### src/rtl/cic_pkg.sv
package cic_pkg;
    // number of integrator stages, equal to the number of differencer stages
    localparam int NSTG = 6;
    // per-stage register widths; every stage keeps the MSB of the 48-bit frame
    localparam int INT_W_DEF [NSTG] = '{46, 41, 36, 32, 28, 24};
    localparam int CMB_W_DEF [NSTG] = '{24, 21, 21, 20, 19, 18};
endpackage

### src/rtl/cic_integrator.sv
// One wrapping accumulator holding the top ACC_W bits of the frame.
module cic_integrator #(
    parameter int FRAME_W = 48,
    parameter int ACC_W   = 46
) (
    input  logic               clk,
    input  logic               rst_n,
    input  logic [FRAME_W-1:0] in_frame,
    output logic [FRAME_W-1:0] out_frame
);
    localparam int SH = FRAME_W - ACC_W;

    typedef struct packed {
        logic [ACC_W-1:0] acc;
    } integ_st_t;

    integ_st_t        st_d, st_q;
    logic [ACC_W-1:0] addend;

    always_comb begin
        addend     = ACC_W'(in_frame >> SH);
        st_d       = st_q;
        st_d.acc   = st_q.acc + addend;
    end

    always_ff @(posedge clk) begin
        if (!rst_n) st_q <= '0;
        else        st_q <= st_d;
    end

    assign out_frame = FRAME_W'(st_q.acc) << SH;
endmodule

### src/rtl/cic_comb.sv
// First-order differencer at the decimated rate, CMB_W bits wide.
module cic_comb #(
    parameter int FRAME_W = 48,
    parameter int CMB_W   = 24
) (
    input  logic               clk,
    input  logic               rst_n,
    input  logic               en,
    input  logic [FRAME_W-1:0] in_frame,
    output logic [FRAME_W-1:0] out_frame
);
    localparam int SH = FRAME_W - CMB_W;

    typedef struct packed {
        logic [CMB_W-1:0] dly;
    } comb_st_t;

    comb_st_t         st_d, st_q;
    logic [CMB_W-1:0] cur;
    logic [CMB_W-1:0] diff;

    always_comb begin
        cur      = CMB_W'(in_frame >> SH);
        diff     = cur - st_q.dly;
        st_d     = st_q;
        if (en) st_d.dly = cur;
    end

    always_ff @(posedge clk) begin
        if (!rst_n) st_q <= '0;
        else        st_q <= st_d;
    end

    assign out_frame = FRAME_W'(diff) << SH;
endmodule

### src/rtl/cic_decim_ctr.sv
// Modulo-RATE counter giving a one-clock strobe in its last state.
module cic_decim_ctr #(
    parameter int RATE = 40
) (
    input  logic clk,
    input  logic rst_n,
    output logic stb
);
    localparam int CNT_W = (RATE > 2) ? $clog2(RATE) : 1;
    localparam logic [CNT_W-1:0] LAST = CNT_W'(RATE - 1);

    typedef struct packed {
        logic [CNT_W-1:0] cnt;
    } ctr_st_t;

    ctr_st_t st_d, st_q;

    always_comb begin
        st_d = st_q;
        if (st_q.cnt == LAST) st_d.cnt = '0;
        else                  st_d.cnt = st_q.cnt + 1'b1;
    end

    always_ff @(posedge clk) begin
        if (!rst_n) st_q <= '0;
        else        st_q <= st_d;
    end

    assign stb = (st_q.cnt == LAST);
endmodule

### src/rtl/cic_pruned_dec.sv
// Six-stage decimating integrator/differencer chain with per-stage widths.
module cic_pruned_dec #(
    parameter int IN_W   = 16,
    parameter int OUT_W  = 16,
    parameter int RATE   = 40,
    parameter int FULL_W = 48,
    parameter int INT_W [cic_pkg::NSTG] = cic_pkg::INT_W_DEF,
    parameter int CMB_W [cic_pkg::NSTG] = cic_pkg::CMB_W_DEF
) (
    input  logic             clk,
    input  logic             rst_n,
    input  logic [IN_W-1:0]  din,
    output logic [OUT_W-1:0] dout,
    output logic             dout_valid
);
    localparam int NS     = cic_pkg::NSTG;
    localparam int LAST_W = CMB_W[NS-1];
    localparam int DROP   = LAST_W - OUT_W;
    localparam logic [LAST_W:0] HALF = (LAST_W+1)'(1) << (DROP - 1);

    typedef struct packed {
        logic [OUT_W-1:0] dout;
        logic             vld;
    } out_st_t;

    logic [FULL_W-1:0] int_frame [NS+1];
    logic [FULL_W-1:0] cmb_frame [NS+1];
    logic              dec_stb;

    logic [LAST_W-1:0] tail;
    logic [LAST_W:0]   biased;
    logic [OUT_W:0]    rnd;
    logic [OUT_W-1:0]  res;
    out_st_t           out_d, out_q;

    // input sign-extended with its LSB at frame bit 0
    assign int_frame[0] = {{(FULL_W-IN_W){din[IN_W-1]}}, din};

    cic_decim_ctr #(.RATE(RATE)) u_ctr (
        .clk   (clk),
        .rst_n (rst_n),
        .stb   (dec_stb)
    );

    for (genvar g = 0; g < NS; g++) begin : g_int
        cic_integrator #(.FRAME_W(FULL_W), .ACC_W(INT_W[g])) u_int (
            .clk       (clk),
            .rst_n     (rst_n),
            .in_frame  (int_frame[g]),
            .out_frame (int_frame[g+1])
        );
    end

    assign cmb_frame[0] = int_frame[NS];

    for (genvar g = 0; g < NS; g++) begin : g_cmb
        cic_comb #(.FRAME_W(FULL_W), .CMB_W(CMB_W[g])) u_cmb (
            .clk       (clk),
            .rst_n     (rst_n),
            .en        (dec_stb),
            .in_frame  (cmb_frame[g]),
            .out_frame (cmb_frame[g+1])
        );
    end

    // round to nearest (ties upward), then clamp into OUT_W bits
    always_comb begin
        tail   = LAST_W'(cmb_frame[NS] >> (FULL_W - LAST_W));
        biased = {tail[LAST_W-1], tail} + HALF;
        rnd    = (OUT_W+1)'(biased >> DROP);
        case (rnd[OUT_W:OUT_W-1])
            2'b01:   res = {1'b0, {(OUT_W-1){1'b1}}};
            2'b10:   res = {1'b1, {(OUT_W-1){1'b0}}};
            default: res = rnd[OUT_W-1:0];
        endcase
    end

    always_comb begin
        out_d     = out_q;
        out_d.vld = dec_stb;
        if (dec_stb) out_d.dout = res;
    end

    always_ff @(posedge clk) begin
        if (!rst_n) out_q <= '0;
        else        out_q <= out_d;
    end

    assign dout       = out_q.dout;
    assign dout_valid = out_q.vld;
endmodule

### config.mk
export PLATFORM = sky130hd
export DESIGN_NAME = cic_pruned_dec
export DESIGN_NICKNAME = d
export VERILOG_FILES = /design/src/rtl/cic_pkg.sv /design/src/rtl/cic_integrator.sv /design/src/rtl/cic_comb.sv /design/src/rtl/cic_decim_ctr.sv /design/src/rtl/cic_pruned_dec.sv
export SDC_FILE = /design/constraint.sdc
export NUM_CORES = 1
export LEC_CHECK = 0
export ABC_CLOCK_PERIOD_IN_PS = 10500
export BUFFER_PORTS_ARGS = -buffer_cell sky130_fd_sc_hd__buf_2
export CORE_UTILIZATION = 23
export DETAILED_ROUTE_END_ITERATION = 10
export GPL_TIMING_DRIVEN = 0
export SLEW_MARGIN = 0
export SYNTH_ARGS = -nofsm -noshare
export SYNTH_HDL_FRONTEND = slang
export SYNTH_SLANG_ARGS = --single-unit
### constraint.sdc
create_clock -name clk -period 10.5 [get_ports clk]
set_clock_uncertainty 0.2 [all_clocks]
set_input_delay 2.1 -clock clk [delete_from_list [all_inputs] [get_ports clk]]
set_output_delay 2.1 -clock clk [all_outputs]
set_load 0.05 [all_outputs]
# Word-level counts from Yosys, hierarchy flattened
# Index checks and enable logic that the tools add are counted.
[word_totals] inputBits=18 output_inout_bits=17 wordCells=35 regBits=353
[op_classes] n_eq_ne=3 bitwise=1 n_mux=1 n_reduce_logical=1 add_sub_neg=14
[ops] cell="46-bit adder" n=1
[ops] cell="21-bit subtractor" n=2
[ops] cell="41-bit adder" n=1
[ops] cell="36-bit adder" n=1
[ops] cell="32-bit adder" n=1
[ops] cell="16-bit case mux with 2 select lines" n=1
[ops] cell="28-bit adder" n=1
[ops] cell="24-bit adder" n=1
[ops] cell="24-bit subtractor" n=1
[ops] cell="20-bit subtractor" n=1
[ops] cell="18-bit by 3-bit adder with 19-bit output, second input constant" n=1
[ops] cell="19-bit subtractor" n=1
[ops] cell="18-bit subtractor" n=1
[ops] cell="6-bit by 1-bit adder with 6-bit output, second input constant" n=1
[ops] cell="6-bit equality test, second input constant" n=1
[ops] cell="2-bit by 1-bit equality test with 1-bit output, second input constant" n=1
[ops] cell="2-bit equality test, second input constant" n=1
[ops] cell="2-bit OR reduction" n=1
[ops] cell="1-bit inverter" n=1

# Depth between registers and ports, before layout
# Gate-level depths: netlist of the first run.
[depth] depth_word=9 ltp_mapped=57 depth_no_buf=55

# Hierarchy
# Synthesis of the first run repeated with hierarchy kept, for this count alone.
[hier_totals] cells_unflattened=3882 area_unflattened_um2=31436.4
[modules_own_cells] module="cic_comb at g_cmb[1].u_cmb ..." area_each_um2=2150.8 seq_area_each_um2=420.4 instances=2 cells_per_inst=256
[modules_own_cells] module="cic_integrator at g_int[0].u_int" area_each_um2=3860.0 seq_area_each_um2=920.9 instances=1 cells_per_inst=499
[modules_own_cells] module="cic_integrator at g_int[1].u_int" area_each_um2=3429.5 seq_area_each_um2=820.8 instances=1 cells_per_inst=445
[modules_own_cells] module="cic_integrator at g_int[2].u_int" area_each_um2=3126.7 seq_area_each_um2=720.7 instances=1 cells_per_inst=389
[modules_own_cells] module="cic_integrator at g_int[3].u_int" area_each_um2=2643.8 seq_area_each_um2=640.6 instances=1 cells_per_inst=320
[modules_own_cells] module="cic_comb at g_cmb[0].u_cmb" area_each_um2=2461.1 seq_area_each_um2=480.5 instances=1 cells_per_inst=305
[modules_own_cells] module="cic_integrator at g_int[4].u_int" area_each_um2=2369.8 seq_area_each_um2=560.5 instances=1 cells_per_inst=305
[modules_own_cells] module="cic_integrator at g_int[5].u_int" area_each_um2=2117.0 seq_area_each_um2=480.5 instances=1 cells_per_inst=256
[modules_own_cells] module="cic_comb at g_cmb[4].u_cmb" area_each_um2=1963.1 seq_area_each_um2=380.4 instances=1 cells_per_inst=242
[modules_own_cells] module="cic_comb at g_cmb[5].u_cmb" area_each_um2=1920.6 seq_area_each_um2=360.3 instances=1 cells_per_inst=225
[modules_own_cells] module="cic_comb at g_cmb[3].u_cmb" area_each_um2=1896.8 seq_area_each_um2=400.4 instances=1 cells_per_inst=234
[modules_own_cells] module="cic_pruned_dec" area_each_um2=1101.1 seq_area_each_um2=340.3 instances=1 cells_per_inst=125
[modules_own_cells] module="cic_decim_ctr" area_each_um2=245.2 seq_area_each_um2=120.1 instances=1 cells_per_inst=25

# Worst setup path before layout of the first run
# OpenSTA, ideal clock, no wires.
[synth_timing] path_kind="register to register" start="register g_cmb[0].u_cmb.st_q[2] (netlist name)" end="register out_q, in the netlist dout[1]" required_time_ps=10183 path_buffers=4 setup_slack_ps=796 arrival_time_ps=9387 synth_period_minus_slack_ps=9704 setup_ps=117 stages_incl_launch_ff=49 path_cell_list="dfxtp_1 -> inv_1 -> ha_1 -> a21oi_2 -> o21ai_2 -> and2_2 -> o21ai_0 -> nand2b_1 -> a21oi_1 -> nor2b_1 -> nor2_1 -> inv_1 -> a21oi_1 -> xnor2_1 -> ha_1 -> inv_1 -> a21oi_1 -> o21ai_0 -> [13 not listed] -> or3_1 -> nand2b_1 -> a31oi_1 -> xnor2_1 -> ha_1 -> or3_1 -> a211oi_2 -> nor4_1 -> or4_1 -> buf_2 -> nand4_1 -> xnor2_1 -> ha_1 -> clkbuf_1 -> clkbuf_1 -> buf_1 -> o21ai_0 -> a22o_1"
[synth_lines] element="from (decl)" line="cic_comb.sv:18" rtl="comb_st_t st_d, st_q;"
[synth_lines] element="from (signal assigned)" line="cic_comb.sv:31" rtl="else st_q <= st_d;"
[synth_lines] element="to (signal assigned)" line="cic_pruned_dec.sv:86" rtl="else out_q <= out_d;"
[synth_lines] element="to (decl)" line="cic_pruned_dec.sv:34" rtl="out_st_t out_d, out_q;"

==> metrics.txt, run 1 <==
Setup Slack @ Placement -0.675 ns; count of unresolved DRC violations after routing 0; achievable clock frequency 0.0991 GHz; proportion of synthesized chip area in sequential cells 28.0%; die boundary width 333 um; worst hold path class reg -> reg; count of non-filler cells in the finished layout 4667; number of iterations in the first detailed-routing pass 5; highest-count cells in the layout ignoring fill and taps 352 x sky130_fd_sc_hd__dfxtp_1, 329 x sky130_fd_sc_hd__nor2_1, 308 x sky130_fd_sc_hd__ha_1; clk slew on worst S/H paths approximately 0.06 ns; WL final 62800 um; number of antenna repair diodes 0; yosys warns 0; Hold Path Sink u_ctr.st_q[0]; most common cell after layout, fill and taps aside sky130_fd_sc_hd__dfxtp_1; number of hold-repair buffers added at the cts stage 0; number of hold violations in the final report 0; count of buffers inserted at the top-level ports 31; number of antenna violations at the first check in global routing 2; Initial Utilization 23.2%; cell type contributing the most total cell area after synthesis sky130_fd_sc_hd__dfxtp_1; Worst slew margin 13.9%; synthesized netlist net count 3469; post-synthesis register bit count 353; largest stage delay on the critical path 0.52 ns; share of layout cells above drive strength 1 7.72%; post-route fraction of the period consumed by the critical path between 90% and 100%; final routed wire length divided by cell count 13.5 um; kind of capture point of the worst setup path flop; critical path buffer and inverter count 3; CTS H-tree lvls 2; final critical-path setup slack 0.413 ns; cells after synthesis 3123; Fillers 11.8k; final sum of negative setup slack 0 ns; die area 0.111 mm2; Yosys cell types 99; CTS sink count 353; worst-case reg-to-reg path depth 51; number of nets in the finished design 3572; Max-Cap Viols 0; Post-Place Cells 4568; flip-flop cell with the highest count after synthesis sky130_fd_sc_hd__dfxtp_1; delay-heaviest family, CP simple AND/OR/NAND/NOR gates; Post-synth EDFFs 0; die extent in y 333 um; vias about 21k; clock buffer count from CTS 39; vias in the first global route between 20k and 25k; status finished, final reports clean; sum of overflow across all layers after global routing 0; nature of the critical path startpoint flop; transition time of the tightest slew-check pin 1.29 ns; CTS tree built; antenna viol nets, final 0; critical path class reg -> reg; syn_area_per_cell 8.07 um2; Final Critical Period slightly above 10 ns; hpwl dp roughly 48000 um; Slew Limit Fails 0; CP required 10.74 ns; via density per instance 4.57; Clk Latency, worst-skew pair 0.56 ns; area share of the leading cell type in the synthesized netlist about 28%; clk buf depth 3; total global-route track usage 11.0%; largest fanout on the critical path 6; Reg-to-Reg End dout[15]; detailed router's first-iteration violation count 965; number of cells traversed by the worst hold path 1; arrival time reported for the critical path endpoint approximately 10 ns; top cells by area in the synthesized netlist sky130_fd_sc_hd__dfxtp_1 28%, sky130_fd_sc_hd__ha_1 16%, sky130_fd_sc_hd__a21oi_1 5.5%, sky130_fd_sc_hd__xnor2_1 5.2%, sky130_fd_sc_hd__nor2_1 4.9%; clock root buffer master sky130_fd_sc_hd__clkbuf_16; launch instance of the worst register-to-register path g_int[5].u_int.st_q[2]; hold path start u_ctr.st_q[0]; growth of design area from synthesis to finish 15.3%; largest net degree at the start of global routing 34; global placement routability congestion 0.816; Final setup violation count 0; post-synthesis instance area between 0.02 and 0.03 mm2; number of cell rows 121; placeable core region roughly 0.11 mm2; wire length of the first global-routing pass 102000 um; reg2reg setup slack 0.41 ns; Post-Route Utilization 26.7%; share of async-settable or async-resettable flops after synthesis 0%; cell at the slowest stage of the critical path sky130_fd_sc_hd__or4_1; total I/O pin count 35
[kinds of logic (layout without fill, tap and decap cells)]
family,count (synthesis),in the layout,synth area share [%]
AOI/OAI and AO/OA,840,840,21.6
xor gates and xnor gates,266,266,9.48
adders and majority gates,328,328,16.6
buffers and inverters,309,439,4.65
DFF,353,353,28.0
muxes,17,17,0.685
and+or+nand+nor,1010,1010,19.0
[layout make-up]
type	count	area [um2]	share of cell area, %
Buffer	72	290	0.999
Timing Repair Buffer	63	395	1.36
Multi-Input combinational cell	2461	17400	59.9
Tap cell	1414	1770	6.09
Clock inverter	5	50.0	0.172
Sequential cell	353	7070	24.3
Clock buffer	63	1200	4.13
Inverter	236	886	3.05
[registers in the layout (all words and copies together), names as in the netlist]
signal	count
dout_valid	1
dout	16
u_ctr.st_q	6
g_cmb.u_cmb.st_q	123
g_int.u_int.st_q	207
[synth_stat cells, types with 62 or more instances]
library cell / count
sky130_fd_sc_hd__nor3_1: 66
sky130_fd_sc_hd__clkbuf_1: 62
sky130_fd_sc_hd__a21oi_1: 278
sky130_fd_sc_hd__xnor2_1: 149
sky130_fd_sc_hd__nand2_1: 271
sky130_fd_sc_hd__xor2_1: 110
sky130_fd_sc_hd__a21o_1: 111
sky130_fd_sc_hd__o21ai_0: 147
sky130_fd_sc_hd__inv_1: 235
sky130_fd_sc_hd__ha_1: 317
sky130_fd_sc_hd__nor2_1: 332
sky130_fd_sc_hd__dfxtp_1: 353
[timing repair]
action | in CTS | in global routing
buffers inserted | 2 | 30
resized for setup | 11 | 87
cloned | 0 | 0
endpoints found under the setup margin | 16 | 16
pin swaps | 2 | 58
[worst max-delay path by stage]
| stage | startpoint | end | depth (start not counted) |
|---|---|---|---|
| 2_1_floorplan | g_cmb[0].u_cmb.st_q[2] | dout[1] | 48 |
| 3_3_place_gp | g_int[5].u_int.st_q[2] | dout[1] | 49 |
| 3_5_place_dp | g_cmb[0].u_cmb.st_q[2] | dout[3] | 50 |
| 4_1_cts | g_cmb[0].u_cmb.st_q[2] | dout[15] | 51 |
| 5_1_grt | g_cmb[0].u_cmb.st_q[2] | dout[15] | 51 |
| 6_report | g_int[5].u_int.st_q[2] | dout[15] | 51 |
[layer usage]
layer	vias to the layer above	share of wire (%)	global-route usage (%)	routed length, um
met2	234	46	18.9	29100
met4	0	2.5	3.12	1600
li1	11200	-	-	-
met3	95	3.0	1.61	1880
met5	-	0	0	0
met1	9814	48	14.3	30300
[stage by stage]
stage                     hold slack [ns]  cell area [um2]
after CTS                           0.252            28400
after floorplan                     0.218            25200
after global routing                0.271            29100
after detailed placement            0.239            27100
final                               0.248            29100
after global placement              0.229            27100
Power of run 1 is not shown: default switching activity piles up to over one toggle a cycle in this logic, so the estimate is an artifact.
==> run 2: changes to the inputs <==
--- a/config.mk
+++ b/config.mk
@@ -9,6 +9,8 @@
 export BUFFER_PORTS_ARGS = -buffer_cell sky130_fd_sc_hd__buf_2
 export CORE_UTILIZATION = 23
+export CTS_CLUSTER_DIAMETER = 150
 export DETAILED_ROUTE_END_ITERATION = 10
 export GPL_TIMING_DRIVEN = 0
+export PLACE_DENSITY = 0.33
 export SLEW_MARGIN = 0
 export SYNTH_ARGS = -nofsm -noshare
--- a/constraint.sdc
+++ b/constraint.sdc
@@ -3,3 +3,3 @@
 set_input_delay 2.1 -clock clk [delete_from_list [all_inputs] [get_ports clk]]
 set_output_delay 2.1 -clock clk [all_outputs]
-set_load 0.05 [all_outputs]
+set_load 0.1 [all_outputs]
==> run 2 against run 1 <==
Net effect: clock-buffer cell count increased by 15; setup slack better by 0.041 ns; sequential cell count unchanged; register-to-register slack gained 0.04 ns; core utilization rose by 0.42 points; non-clock buffer count is 1 lower; fmax increased by 0.40%; global-route usage up 2.7 points; die area did not move; design area is 1.6% higher; sequential share of layout area shrank 0.37 points.
==> metrics.txt, run 2 (synthesized netlist as in run 1, its figures left out) <==
number of hold-repair buffers added at the cts stage 0; CTS tree built; die boundary width around 330 um; detailed router's first-iteration violation count 1045; antenna viol nets, final 0; largest stage delay on the critical path roughly 0.51 ns; Max-Cap Viols 0; placeable core region 0.109 mm2; clk slew on worst S/H paths 0.06 ns; sum of overflow across all layers after global routing 0; Clk Latency, worst-skew pair 0.62 ns; final sum of negative setup slack 0 ns; Placed Area between 0.02 and 0.03 mm2; most common cell after layout, fill and taps aside sky130_fd_sc_hd__dfxtp_1; Largest Register g_int.u_int.st_q; achievable clock frequency 0.0995 GHz; Post-Route Utilization 27.2%; WL final ~77000 um; clk buf depth 3; wire length of the first global-routing pass 121000 um; global placement routability congestion 0.797; die extent in y around 330 um; critical path class reg -> reg; arrival time reported for the critical path endpoint 10.34 ns; final hold slack 0.250 ns; largest fanout on the critical path 7; clock buffer count from CTS 49; transition time of the tightest slew-check pin 1.27 ns; via density per instance between 4 and 5; vias 21.8k; nature of the critical path startpoint flop; CP required ~11 ns; cell area after layout slightly below 0.03 mm2; number of nets in the finished design 3581; hpwl dp 59200 um; cell at the slowest stage of the critical path sky130_fd_sc_hd__or4_1; count of buffers inserted at the top-level ports 31; number of hold violations in the final report 0; total I/O pin count 35; post-route fraction of the period consumed by the critical path 95.7%; number of iterations in the first detailed-routing pass 5; Slew Limit Fails 0; die area 0.111 mm2; worst hold path class reg -> reg; kind of capture point of the worst setup path flop; vias in the first global route 21.8k; CTS H-tree lvls 2; Final setup violation count 0; status finished, final reports clean; Initial Utilization a little under a quarter; share of layout cells above drive strength 1 around 8.9%; clock root buffer master sky130_fd_sc_hd__clkbuf_16; growth of design area from synthesis to finish 17.1%; final routed wire length divided by cell count ~17 um; number of flip-flops under the largest register name 207; Fillers roughly 12k; Final Critical Period around 10 ns; highest-count cells in the layout ignoring fill and taps 351 x sky130_fd_sc_hd__dfxtp_1, 328 x sky130_fd_sc_hd__nor2_1, 303 x sky130_fd_sc_hd__ha_1; count of unresolved DRC violations after routing 0; number of antenna violations at the first check in global routing 3; CTS sink count 353; number of cell rows 121; total global-route track usage between 10% and 20%; Worst slew margin roughly 15%; largest net degree at the start of global routing 34
[run 2: cell count changes in the layout (fill, tap and decap cells not counted), sizes merged]
cell    change
diode       +1
bufinv      -1
inv         +3
buf         -1
clkbuf     +15
[run 2: worst paths after layout]
| path | from | to | slack (ns) | depth (start not counted) |
|---|---|---|---|---|
| worst max register to register | g_int[5].u_int.st_q[1] | dout[15] | 0.45 | 48 |
| worst min register to register | u_ctr.st_q[0] | u_ctr.st_q[0] | 0.25 | 1 |
| worst max-delay path | g_int[5].u_int.st_q[1] | dout[15] | 0.45 | 48 |
| worst min-delay path | u_ctr.st_q[0] | u_ctr.st_q[0] | 0.25 | 1 |
[run 2: worst max-delay path: cells and delay by family, from the launching register on]
family	cells	cell delay, ns
compound gates	15	2.71
flops	1	0.37
xor+xnor	6	0.96
fa+ha+maj	7	1.92
buf+inv	4	0.49
simple gates	16	3.26
[run 2: cell type report]
cell class	instances	area, um2	share of cell area (%)
Tap cell	1414	1770	5.99
Clock buffer	78	1470	4.96
Multi-Input combinational cell	2461	17600	59.6
Clock inverter	7	57.6	0.195
Sequential cell	353	7070	24.0
Antenna cell	1	2.50	0.00848
Timing Repair Buffer	62	388	1.31
Inverter	236	886	3.00
Buffer	72	295	1.00
[run 2: what timing repair did]
item,in CTS,in global routing
endpoints found under the setup margin,16,16
hold endpoints to repair,0,0
pin swaps,14,51
resized for setup,44,87
setup buffers,9,22
[run 2: per-stage QoR]
stage / instances / setup slack [ns]
6_report: 4684 / 0.454
5_1_grt: 4683 / -0.0750
4_1_cts: 4661 / 0.0187
3_5_place_dp: 4568 / -1.38
3_3_place_gp: 4568 / -1.35
2_1_floorplan: 3123 / 0.795
[run 2: per-layer routing]
layer / wire (um) / track usage [%] / up-vias
li1: - / - / 11200
met1: 34900 / 16.9 / 10200
met2: 38500 / 24.9 / 215
met3: 1900 / 1.67 / 98
met4: 2040 / 4.03 / 0
met5: 0 / 0 / -
Power of run 2 is left out for the same reason.
